<file path="src/rtl/csb_pkg.sv">
package csb_pkg;
  // Life cycle of one buffer slot.
  typedef enum logic [1:0] {
    SLOT_FREE = 2'd0,  // empty
    SLOT_PEND = 2'd1,  // written by leading core, not yet checked
    SLOT_PASS = 2'd2,  // checked, matches, waiting for memory
    SLOT_FAIL = 2'd3   // checked, differs, to be dropped
  } slot_state_e;
endpackage

</file>
<file path="src/rtl/csb_store.sv">
module csb_store
  import csb_pkg::*;
#(
  parameter int DEPTH = 16,
  parameter int AW    = 32,
  parameter int DW    = 32,
  parameter int PW    = 4
) (
  input  logic                         clk,
  input  logic                         rst_n,
  input  logic                         wr_en,
  input  logic [PW-1:0]                wr_idx,
  input  logic [AW-1:0]                wr_addr,
  input  logic [DW-1:0]                wr_data,
  input  logic                         chk_en,
  input  logic [PW-1:0]                chk_idx,
  input  logic                         chk_pass,
  input  logic                         free_en,
  input  logic [PW-1:0]                free_idx,
  output logic [DEPTH-1:0][AW-1:0]     addr_q,
  output logic [DEPTH-1:0][DW-1:0]     data_q,
  output slot_state_e [DEPTH-1:0]      state_q
);
  for (genvar s = 0; s < DEPTH; s++) begin : g_slot
    always_ff @(posedge clk) begin
      if (!rst_n) begin
        state_q[s] <= SLOT_FREE;
      end else if (wr_en && wr_idx == PW'(s)) begin
        state_q[s] <= SLOT_PEND;
      end else if (chk_en && chk_idx == PW'(s)) begin
        state_q[s] <= chk_pass ? SLOT_PASS : SLOT_FAIL;
      end else if (free_en && free_idx == PW'(s)) begin
        state_q[s] <= SLOT_FREE;
      end
    end

    always_ff @(posedge clk) begin
      if (!rst_n) begin
        addr_q[s] <= '0;
        data_q[s] <= '0;
      end else if (wr_en && wr_idx == PW'(s)) begin
        addr_q[s] <= wr_addr;
        data_q[s] <= wr_data;
      end
    end
  end
endmodule

</file>
<file path="src/rtl/csb_fwd.sv">
module csb_fwd
  import csb_pkg::*;
#(
  parameter int DEPTH = 16,
  parameter int AW    = 32,
  parameter int DW    = 32,
  parameter int PW    = 4
) (
  input  logic [DEPTH-1:0][AW-1:0] addr_q,
  input  logic [DEPTH-1:0][DW-1:0] data_q,
  input  slot_state_e [DEPTH-1:0]  state_q,
  input  logic [PW-1:0]            head,
  input  logic [AW-1:0]            lk_addr,
  output logic                     lk_hit,
  output logic [DW-1:0]            lk_data
);
  localparam int GW = PW + 1;

  logic [DEPTH-1:0]         hit;
  logic [DEPTH-1:0][GW-1:0] age;

  for (genvar s = 0; s < DEPTH; s++) begin : g_cmp
    assign hit[s] = (state_q[s] != SLOT_FREE) && (addr_q[s] == lk_addr);
    assign age[s] = (PW'(s) >= head) ? GW'(PW'(s) - head)
                                     : GW'(s) + GW'(DEPTH) - GW'(head);
  end

  always_comb begin
    logic [GW-1:0] best;
    lk_hit  = 1'b0;
    lk_data = '0;
    best    = '0;
    for (int s = 0; s < DEPTH; s++) begin
      if (hit[s] && (!lk_hit || age[s] > best)) begin
        lk_hit  = 1'b1;
        lk_data = data_q[s];
        best    = age[s];
      end
    end
  end
endmodule

</file>
<file path="src/rtl/csb_ctrl.sv">
module csb_ctrl
  import csb_pkg::*;
#(
  parameter int DEPTH = 16,
  parameter int AW    = 32,
  parameter int DW    = 32,
  parameter int PW    = 4,
  parameter int CW    = 5
) (
  input  logic          clk,
  input  logic          rst_n,
  input  logic          lead_valid,
  input  logic          trail_valid,
  input  logic [AW-1:0] trail_addr,
  input  logic [DW-1:0] trail_data,
  input  logic          mem_ready,
  input  logic [AW-1:0] chk_addr,
  input  logic [DW-1:0] chk_data,
  input  slot_state_e   head_state,
  output logic          lead_ready,
  output logic          trail_ready,
  output logic          mem_valid,
  output logic          enq,
  output logic          ver,
  output logic          ver_pass,
  output logic          drain,
  output logic [PW-1:0] head,
  output logic [PW-1:0] vptr,
  output logic [PW-1:0] tail,
  output logic [CW-1:0] occ,
  output logic [CW-1:0] nver,
  output logic          mismatch
);
  function automatic logic [PW-1:0] step_ptr(input logic [PW-1:0] p);
    return (p == PW'(DEPTH - 1)) ? '0 : p + 1'b1;
  endfunction

  logic have_ver;

  assign have_ver    = (nver != '0);
  assign lead_ready  = (occ != CW'(DEPTH));
  assign trail_ready = (occ != nver);
  assign mem_valid   = have_ver && (head_state == SLOT_PASS);
  assign enq         = lead_valid && lead_ready;
  assign ver         = trail_valid && trail_ready;
  assign ver_pass    = (trail_addr == chk_addr) && (trail_data == chk_data);
  assign drain       = have_ver && ((head_state == SLOT_FAIL) || mem_ready);

  always_ff @(posedge clk) begin
    if (!rst_n) begin
      head     <= '0;
      vptr     <= '0;
      tail     <= '0;
      occ      <= '0;
      nver     <= '0;
      mismatch <= 1'b0;
    end else begin
      if (enq)   tail <= step_ptr(tail);
      if (ver)   vptr <= step_ptr(vptr);
      if (drain) head <= step_ptr(head);
      occ      <= occ + CW'(enq) - CW'(drain);
      nver     <= nver + CW'(ver) - CW'(drain);
      mismatch <= mismatch | (ver && !ver_pass);
    end
  end
endmodule

</file>
<file path="src/rtl/checked_store_buffer.sv">
module checked_store_buffer
  import csb_pkg::*;
#(
  parameter int DEPTH = 16,
  parameter int AW    = 32,
  parameter int DW    = 32
) (
  input  logic          clk,
  input  logic          rst_n,
  input  logic          lead_valid,
  output logic          lead_ready,
  input  logic [AW-1:0] lead_addr,
  input  logic [DW-1:0] lead_data,
  input  logic          trail_valid,
  output logic          trail_ready,
  input  logic [AW-1:0] trail_addr,
  input  logic [DW-1:0] trail_data,
  input  logic [AW-1:0] lk_addr,
  output logic          lk_hit,
  output logic [DW-1:0] lk_data,
  output logic          mem_valid,
  input  logic          mem_ready,
  output logic [AW-1:0] mem_addr,
  output logic [DW-1:0] mem_data,
  output logic          mismatch
);
  localparam int PW = (DEPTH > 1) ? $clog2(DEPTH) : 1;
  localparam int CW = $clog2(DEPTH + 1);

  logic [DEPTH-1:0][AW-1:0] addr_q;
  logic [DEPTH-1:0][DW-1:0] data_q;
  slot_state_e [DEPTH-1:0]  state_q;
  logic                     enq, ver, ver_pass, drain;
  logic [PW-1:0]            head, vptr, tail;
  logic [CW-1:0]            occ, nver;

  csb_store #(.DEPTH(DEPTH), .AW(AW), .DW(DW), .PW(PW)) u_store (
    .clk      (clk),
    .rst_n    (rst_n),
    .wr_en    (enq),
    .wr_idx   (tail),
    .wr_addr  (lead_addr),
    .wr_data  (lead_data),
    .chk_en   (ver),
    .chk_idx  (vptr),
    .chk_pass (ver_pass),
    .free_en  (drain),
    .free_idx (head),
    .addr_q   (addr_q),
    .data_q   (data_q),
    .state_q  (state_q)
  );

  csb_ctrl #(.DEPTH(DEPTH), .AW(AW), .DW(DW), .PW(PW), .CW(CW)) u_ctrl (
    .clk         (clk),
    .rst_n       (rst_n),
    .lead_valid  (lead_valid),
    .trail_valid (trail_valid),
    .trail_addr  (trail_addr),
    .trail_data  (trail_data),
    .mem_ready   (mem_ready),
    .chk_addr    (addr_q[vptr]),
    .chk_data    (data_q[vptr]),
    .head_state  (state_q[head]),
    .lead_ready  (lead_ready),
    .trail_ready (trail_ready),
    .mem_valid   (mem_valid),
    .enq         (enq),
    .ver         (ver),
    .ver_pass    (ver_pass),
    .drain       (drain),
    .head        (head),
    .vptr        (vptr),
    .tail        (tail),
    .occ         (occ),
    .nver        (nver),
    .mismatch    (mismatch)
  );

  csb_fwd #(.DEPTH(DEPTH), .AW(AW), .DW(DW), .PW(PW)) u_fwd (
    .addr_q  (addr_q),
    .data_q  (data_q),
    .state_q (state_q),
    .head    (head),
    .lk_addr (lk_addr),
    .lk_hit  (lk_hit),
    .lk_data (lk_data)
  );

  assign mem_addr = addr_q[head];
  assign mem_data = data_q[head];
endmodule

</file>
<file path="config.mk">
export PLATFORM = sky130hd
export DESIGN_NAME = checked_store_buffer
export DESIGN_NICKNAME = d
export VERILOG_FILES = /design/src/rtl/csb_pkg.sv /design/src/rtl/csb_store.sv /design/src/rtl/csb_fwd.sv /design/src/rtl/csb_ctrl.sv /design/src/rtl/checked_store_buffer.sv
export SDC_FILE = /design/constraint.sdc
export NUM_CORES = 2
export LEC_CHECK = 0
export BUFFER_PORTS_ARGS = -buffer_cell sky130_fd_sc_hd__buf_2
export CAP_MARGIN = 20
export CORE_MARGIN = 4
export CORE_UTILIZATION = 43
export DETAILED_ROUTE_END_ITERATION = 6
export PLACE_DENSITY = 0.68
export SLEW_MARGIN = 25
export SYNTH_ARGS = -nofsm -noshare
export SYNTH_HDL_FRONTEND = slang
export SYNTH_HIERARCHICAL = 1
export SYNTH_SLANG_ARGS = --single-unit
</file>
<file path="constraint.sdc">
create_clock -name clk -period 44.2 [get_ports clk]
set_clock_uncertainty 0.2 [all_clocks]
set_input_delay 2.21 -clock clk [delete_from_list [all_inputs] [get_ports clk]]
set_output_delay 2.21 -clock clk [all_outputs]
set_load 0.01 [all_outputs]
</file>
Word level (Yosys, flattened, before mapping)
Index checks and enable logic that the tools add are counted.

Bits in registers: 1079. Bits in latches: 0. Memory bits (writable): 0. Bits in read-only memories: 0. Input bits: 165. Output and inout bits: 101. Logic and storage cells: 521. Memories kept: 0.

Add/sub/neg operators: 39. Multipliers: 0. Divide/modulo/power cells: 0. Magnitude comparators: 33. Equal/unequal tests: 67. Shift operators: 0. Multiplexer cells: 125. Bitwise operators: 2. Reduce and logical (&&, ||, !) cells: 185.

Operators by type and width (count): 32-bit two-way mux (20); 32-bit equality test (18); 32-bit binary-select mux with 4-bit select (4); 5-bit two-way mux (31); 4-bit equality test (second input constant) (24); 1-bit logical AND (85); 5-bit by 4-bit subtractor with 5-bit output (first input constant) (16); 5-bit > comparator (15); 2-bit two-way mux (33); 2-bit nonzero test (32); 4-bit by 3-bit equality test with 1-bit output (second input constant) (12); 3-bit nonzero test (16); 4-bit by 4-bit subtractor with 5-bit output (first input constant) (8); 1-bit two-way mux (33); 4-bit >= comparator (first input constant) (8); 2-bit OR reduction (16); 4-bit by 2-bit equality test with 1-bit output (second input constant) (6); 3-bit by 4-bit subtractor with 5-bit output (first input constant) (4); 3-bit by 4-bit >= comparator with 1-bit output (first input constant) (4); 1-bit zero test (16); 1-bit logical OR (16); 4-bit by 1-bit adder with 4-bit output (second input constant) (3); 4-bit by 1-bit equality test with 1-bit output (second input constant) (3); 4-bit zero test (3); 15 further kinds (25).

Longest topological paths before layout
Word-level depth: 63. Gate-level depth with buffers: 177. Mapped depth without buffers: 156.

Hierarchy
Netlist, hierarchy kept.

Modules (own cells, without submodules): csb_store (times used 1, cells each 4997, area an instance 43038.8 um^2, seq. area each 21140.3 um^2); checked_store_buffer (times used 1, cells each 1089, area an instance 15093.2 um^2, seq. area each 0.0 um^2); csb_fwd (times used 1, cells each 2041, area an instance 14298.7 um^2, seq. area each 0.0 um^2); csb_ctrl (times used 1, cells each 229, area an instance 2059.5 um^2, seq. area each 460.4 um^2).

Worst setup path after synthesis
No wires, ideal clock.

Path kind: input port to output port. From: input port lk_addr[5]. To: output port lk_data[10]. Arrival time: 30.314 ns. Data required time: 41.790 ns. Path slack: 11.476 ns. Cell stages on the path: 166. Buffers on the path: 24. Cell sequence: buf_2 > buf_2 > xor2_1 > nor3_1 > nand3_1 > nand2b_1 > ha_1 > nand2_1 > o21ai_0 > o21ba_2 > clkbuf_1 > buf_1 > a22oi_1 > ha_1 > a211oi_1 > a21oi_1 > a21o_1 > nand2_1 > [130 not listed] > o21ai_0 > nand2b_1 > a21oi_1 > a31oi_1 > o21ai_1 > clkbuf_1 > mux2_2 > ha_1 > nor2b_1 > o21ai_0 > nand2b_1 > a21oi_1 > a41oi_1 > nand2_1 > o32ai_1 > o21ai_4 > buf_12 > mux2_4.

Longest elaborated chain between the ends: 63. Elaborated cells on any way between the ends: 138. Classes of those cells: 15 x order compare; 16 x eq/ne; 46 x mux; 61 x reduce/logical.

RTL lines: start: declaration (RTL line checked_store_buffer.sv:18) `input logic [AW-1:0] lk_addr,`; 32-bit equality test (RTL line csb_fwd.sv:23) `assign hit[s] = (state_q[s] != SLOT_FREE) && (addr_q[s] == lk_addr);`; 1-bit logical AND (RTL line csb_fwd.sv:23); 5-bit two-way mux / 1-bit two-way mux (equally long branches) (RTL line csb_fwd.sv:34) `if (hit[s] && (!lk_hit || age[s] > best)) begin`; 5-bit > comparator / 1-bit zero test (equally long branches) (RTL line csb_fwd.sv:34); 1-bit logical OR (RTL line csb_fwd.sv:34); 1-bit logical AND (RTL line csb_fwd.sv:34); 5-bit two-way mux / 1-bit two-way mux (equally long branches) (RTL line csb_fwd.sv:34); 5-bit > comparator / 1-bit zero test (equally long branches) (RTL line csb_fwd.sv:34); [47 not listed]; 5-bit > comparator / 1-bit zero test (equally long branches) (RTL line csb_fwd.sv:34); 1-bit logical OR (RTL line csb_fwd.sv:34); 1-bit logical AND (RTL line csb_fwd.sv:34); 5-bit two-way mux / 1-bit two-way mux (equally long branches) (RTL line csb_fwd.sv:34); 5-bit > comparator / 1-bit zero test (equally long branches) (RTL line csb_fwd.sv:34); 1-bit logical OR (RTL line csb_fwd.sv:34); 1-bit logical AND (RTL line csb_fwd.sv:34); 32-bit two-way mux (*) (RTL line csb_fwd.sv:34); end: declaration (RTL line checked_store_buffer.sv:20) `output logic [DW-1:0] lk_data,`.

Every way passes the cells marked *; elsewhere a longest branch is shown, timed or not.

Worst setup path after layout
From: input port lk_addr[19]. To: output port lk_data[0].

The elaborated chain is that of the path after synthesis.

==> flow_summary_export.csv <==
group,metric,value,unit
global_routing,grt_pass1_vias,67100,
clock_network,cts.sinks,1079,
global_routing,grt_usage,38.3,%
timing,drv_slew,0,
synthesis,synth_top_family_by_area,"compound AO/OA/AOI/OAI gates",
floorplanning,die_area,180000,sq um
placement,dpl.hpwl,239,mm
synthesis,yosysSeqAreaShare,29.0,%
timing,finalCriticalPeriod,38650,ps
flow_run,max_cap_viol_count,0,
floorplanning,rows,152,
power_and_ir_drop,power_density,38.2,nW/um^2
setup_path,arrival,36240,ps
synthesis,synth-adder-area-share,1.83,%
synthesis,synth_seq_cells,1079,
clock_network,cts_hold_buf,0,
clock_network,cts-root-buf,"clkbuf_16",
timing,finalHoldViolations,0,
setup_path,cp_top_family,"compound AO/OA/AOI/OAI gates",
worst_hold_path,hp-class,"register to register",
routing,drc,0,
setup_path,crit_fanout,73,
routing,ant_nets,0,
timing,rsz0062_at_grt,"no",
global_routing,grt_pass1_wl,509,mm
power_and_ir_drop,p_total,3.06,mW
synthesis,async_reset_ff_share,0,%
synthesis,synth_xor_area_share,7.05,%
setup_path,start_kind,"input port",
placement,gp_congestion,1.10,
setup_path,critPathKind,"input port to primary output",
routing,viasPerCell,7.17,
clock_network,tritoncts,"done",
global_routing,grt-ovfl-total,0,
floorplanning,die_h,424,microns
power_and_ir_drop,ir_drop,0.0316,mV
synthesis,syn_area,74500,sq um
synthesis,synth_simple_gate_area_share,12.7,%
floorplanning,fp.coreArea,172000,sq um
synthesis,synth.area.mux_share,17.6,%
floorplanning,ios,266,
clock_network,clk_latency,830,ps
setup_path,critPathCaptureType,"primary output",
placement,portBuffers,265,
cells_and_area,nets,8110,
setup_path,cpPeakStageDelay,700,ps
routing,first_iter_violations,13200,
routing,vias,73600,
cells_and_area,syn_to_final_growth,7.52,%
timing,slew_headroom,14.3,%
clock_network,cts_setup_buffers,0,
synthesis,synth_edf_count,0,
clock_network,cts_buffer_depth,3,
timing,finalWorstSetupSlack,5550,ps
clock_network,htreeDepth,4,
synthesis,postSynthCellCount,8356,
placement,preCtsSetupSlack,6030,ps
setup_path,slowest_stage,"nor4_2",
timing,period_share,87.4,%
routing,dr.pass1.iters,7,
setup_path,critical_path_required,41790,ps
clock_network,numCtsBuffers,132,
timing,worstMarginPinSlew,1280,ps
routing,wire_per_inst,35.0,microns
setup_path,worst-path-buf-inv,17,
timing,setup_tns,0,ps
synthesis,synth_cell_types,85,
floorplanning,start_util,43.3,%
synthesis,yosys.area.top_type,"dfxtp_1",
synthesis,synth-compound-area-share,25.2,%
global_routing,grt_max_degree,248,
floorplanning,fp.dieW,424,microns
timing,setup_viol_count_final,0,
synthesis,avgSynthCellArea,8.91,sq um
clock_network,cts_resized,0,
synthesis,synth_area_leaders,"dfxtp_1 29%, mux4_2 16%, o21ai_0 7.7%",
timing,fmax,25.9,MHz
routing,drt-total-wl,360,mm
synthesis,ys_warn_count,6,
run_status,status,"finished clean",
power_and_ir_drop,power_leakage,26.0,nW
synthesis,yosys.area.top_type_share,29.0,%
global_routing,antenna_found_initial,53,
clock_network,cts.reportedPaths.clkPinSlew,50,ps
synthesis,postSynth.topFlopCell,"dfxtp_1",
cells_and_area,drive_gt1_share,15.7,%
[final cells by class]
| cell class | instances | area (sq um) |
|---|---|---|
| Inverter | 56 | 210 |
| Fill cell | 16300 | 91800 |
| Clock inverter | 32 | 399 |
| Clock buffer | 198 | 3940 |
| Sequential cell | 1079 | 21600 |
| Tap cell | 2310 | 2890 |
| Timing Repair Buffer | 403 | 2610 |
| Antenna cell | 34 | 85.1 |
| Multi-Input combinational cell | 6165 | 48300 |
[worst min-delay path, cell delays in order, from the launching register on]
cell     delay, ps
dfxtp_1        300
nand2_1         60
o21ai_1         50
[final timing paths]
kind	slack [ps]	depth (start not counted)	to	start
max reg2reg	37110	13	u_store/state_q[28]$_SDFFE_PN0P_	u_ctrl/vptr[0]$_SDFFE_PN0P_
max	5550	153	lk_data[0]	lk_addr[19]
min reg2reg	250	2	u_ctrl/mismatch$_SDFF_PN0_	u_ctrl/mismatch$_SDFF_PN0_
min	250	2	u_ctrl/mismatch$_SDFF_PN0_	u_ctrl/mismatch$_SDFF_PN0_
[per-stage QoR]
step	hold slack, ps	cells	util [%]	area [sq um]
after global placement	247	10000	43.9	75500
after global routing	260	10300	46.6	80100
final	254	10300	46.6	80100
after CTS	257	10200	46.5	79900
after floorplan	258	8357	-	74500
after detailed placement	249	10000	44.0	75600
[layout by cell type, fill, tap and decap left out, types with 60 or more instances in the layout]
| cell type | count |
|---|---|
| a21boi_0 | 724 |
| a21boi_1 | 326 |
| a21oi_1 | 140 |
| a22oi_1 | 297 |
| buf_2 | 264 |
| buf_4 | 119 |
| clkbuf_16 | 136 |
| dfxtp_1 | 1075 |
| ha_1 | 106 |
| mux2i_1 | 75 |
| mux4_2 | 520 |
| nand2_1 | 332 |
| nand3_1 | 1059 |
| nand4_1 | 89 |
| nor2_1 | 96 |
| nor2b_1 | 60 |
| nor4_1 | 67 |
| o21ai_0 | 1149 |
| o21ai_1 | 62 |
| xnor2_1 | 349 |
| xor2_1 | 247 |
[per-layer routing]
| metal | vias up | part of all wire [%] | wire, microns | GRT usage, % |
|---|---|---|---|---|
| li1 | 30100 | - | - | - |
| met1 | 36400 | 39 | 139000 | 52.5 |
| met2 | 6153 | 41 | 146000 | 52.8 |
| met3 | 1023 | 14 | 52000 | 13.2 |
| met4 | 34 | 6.2 | 22300 | 20.0 |
| met5 | - | 0.061 | 218 | 0 |
[registers in the layout, summed over array words and instances, names as in the netlist]
signal           flops
u_store/addr_q     512
u_ctrl/head          4
u_ctrl/occ           5
u_ctrl/mismatch      1
u_store/state_q     32
u_ctrl/vptr          4
u_ctrl/tail          4
u_ctrl/nver          5
u_store/data_q     512
[kinds of logic (layout without fill, tap and decap cells)]
| logic type | count (synthesis) | count (layout) |
|---|---|---|
| AOI/OAI and AO/OA | 2935 | 2935 |
| xor gates and xnor gates | 600 | 600 |
| and+or+nand+nor | 1880 | 1880 |
| DFF | 1079 | 1079 |
| buffers and inverters | 1113 | 689 |
| adders and majority gates | 108 | 108 |
| other | 1 | 36 |
| muxes | 640 | 640 |
[power breakdown]
part / internal (mW) / switching, mW / total, mW
sequential: 0.997 / 0.0511 / 1.05
combinational: 0.281 / 0.614 / 0.895
clock: 0.651 / 0.469 / 1.12
[synthesized netlist by cell type, drive strengths merged (68+ instances only)]
library cell,number
nor2b,68
a21boi,1051
nor4,76
xor2,248
o21ai,1215
nand2,337
nand4,89
nor2,100
mux2i,75
ha,106
mux4,520
nand3,1061
xnor2,352
a22oi,298
buf,446
dfxtp,1079
a21oi,142
clkbuf,611
No activity file was read; power rests on OpenSTA's default activity.
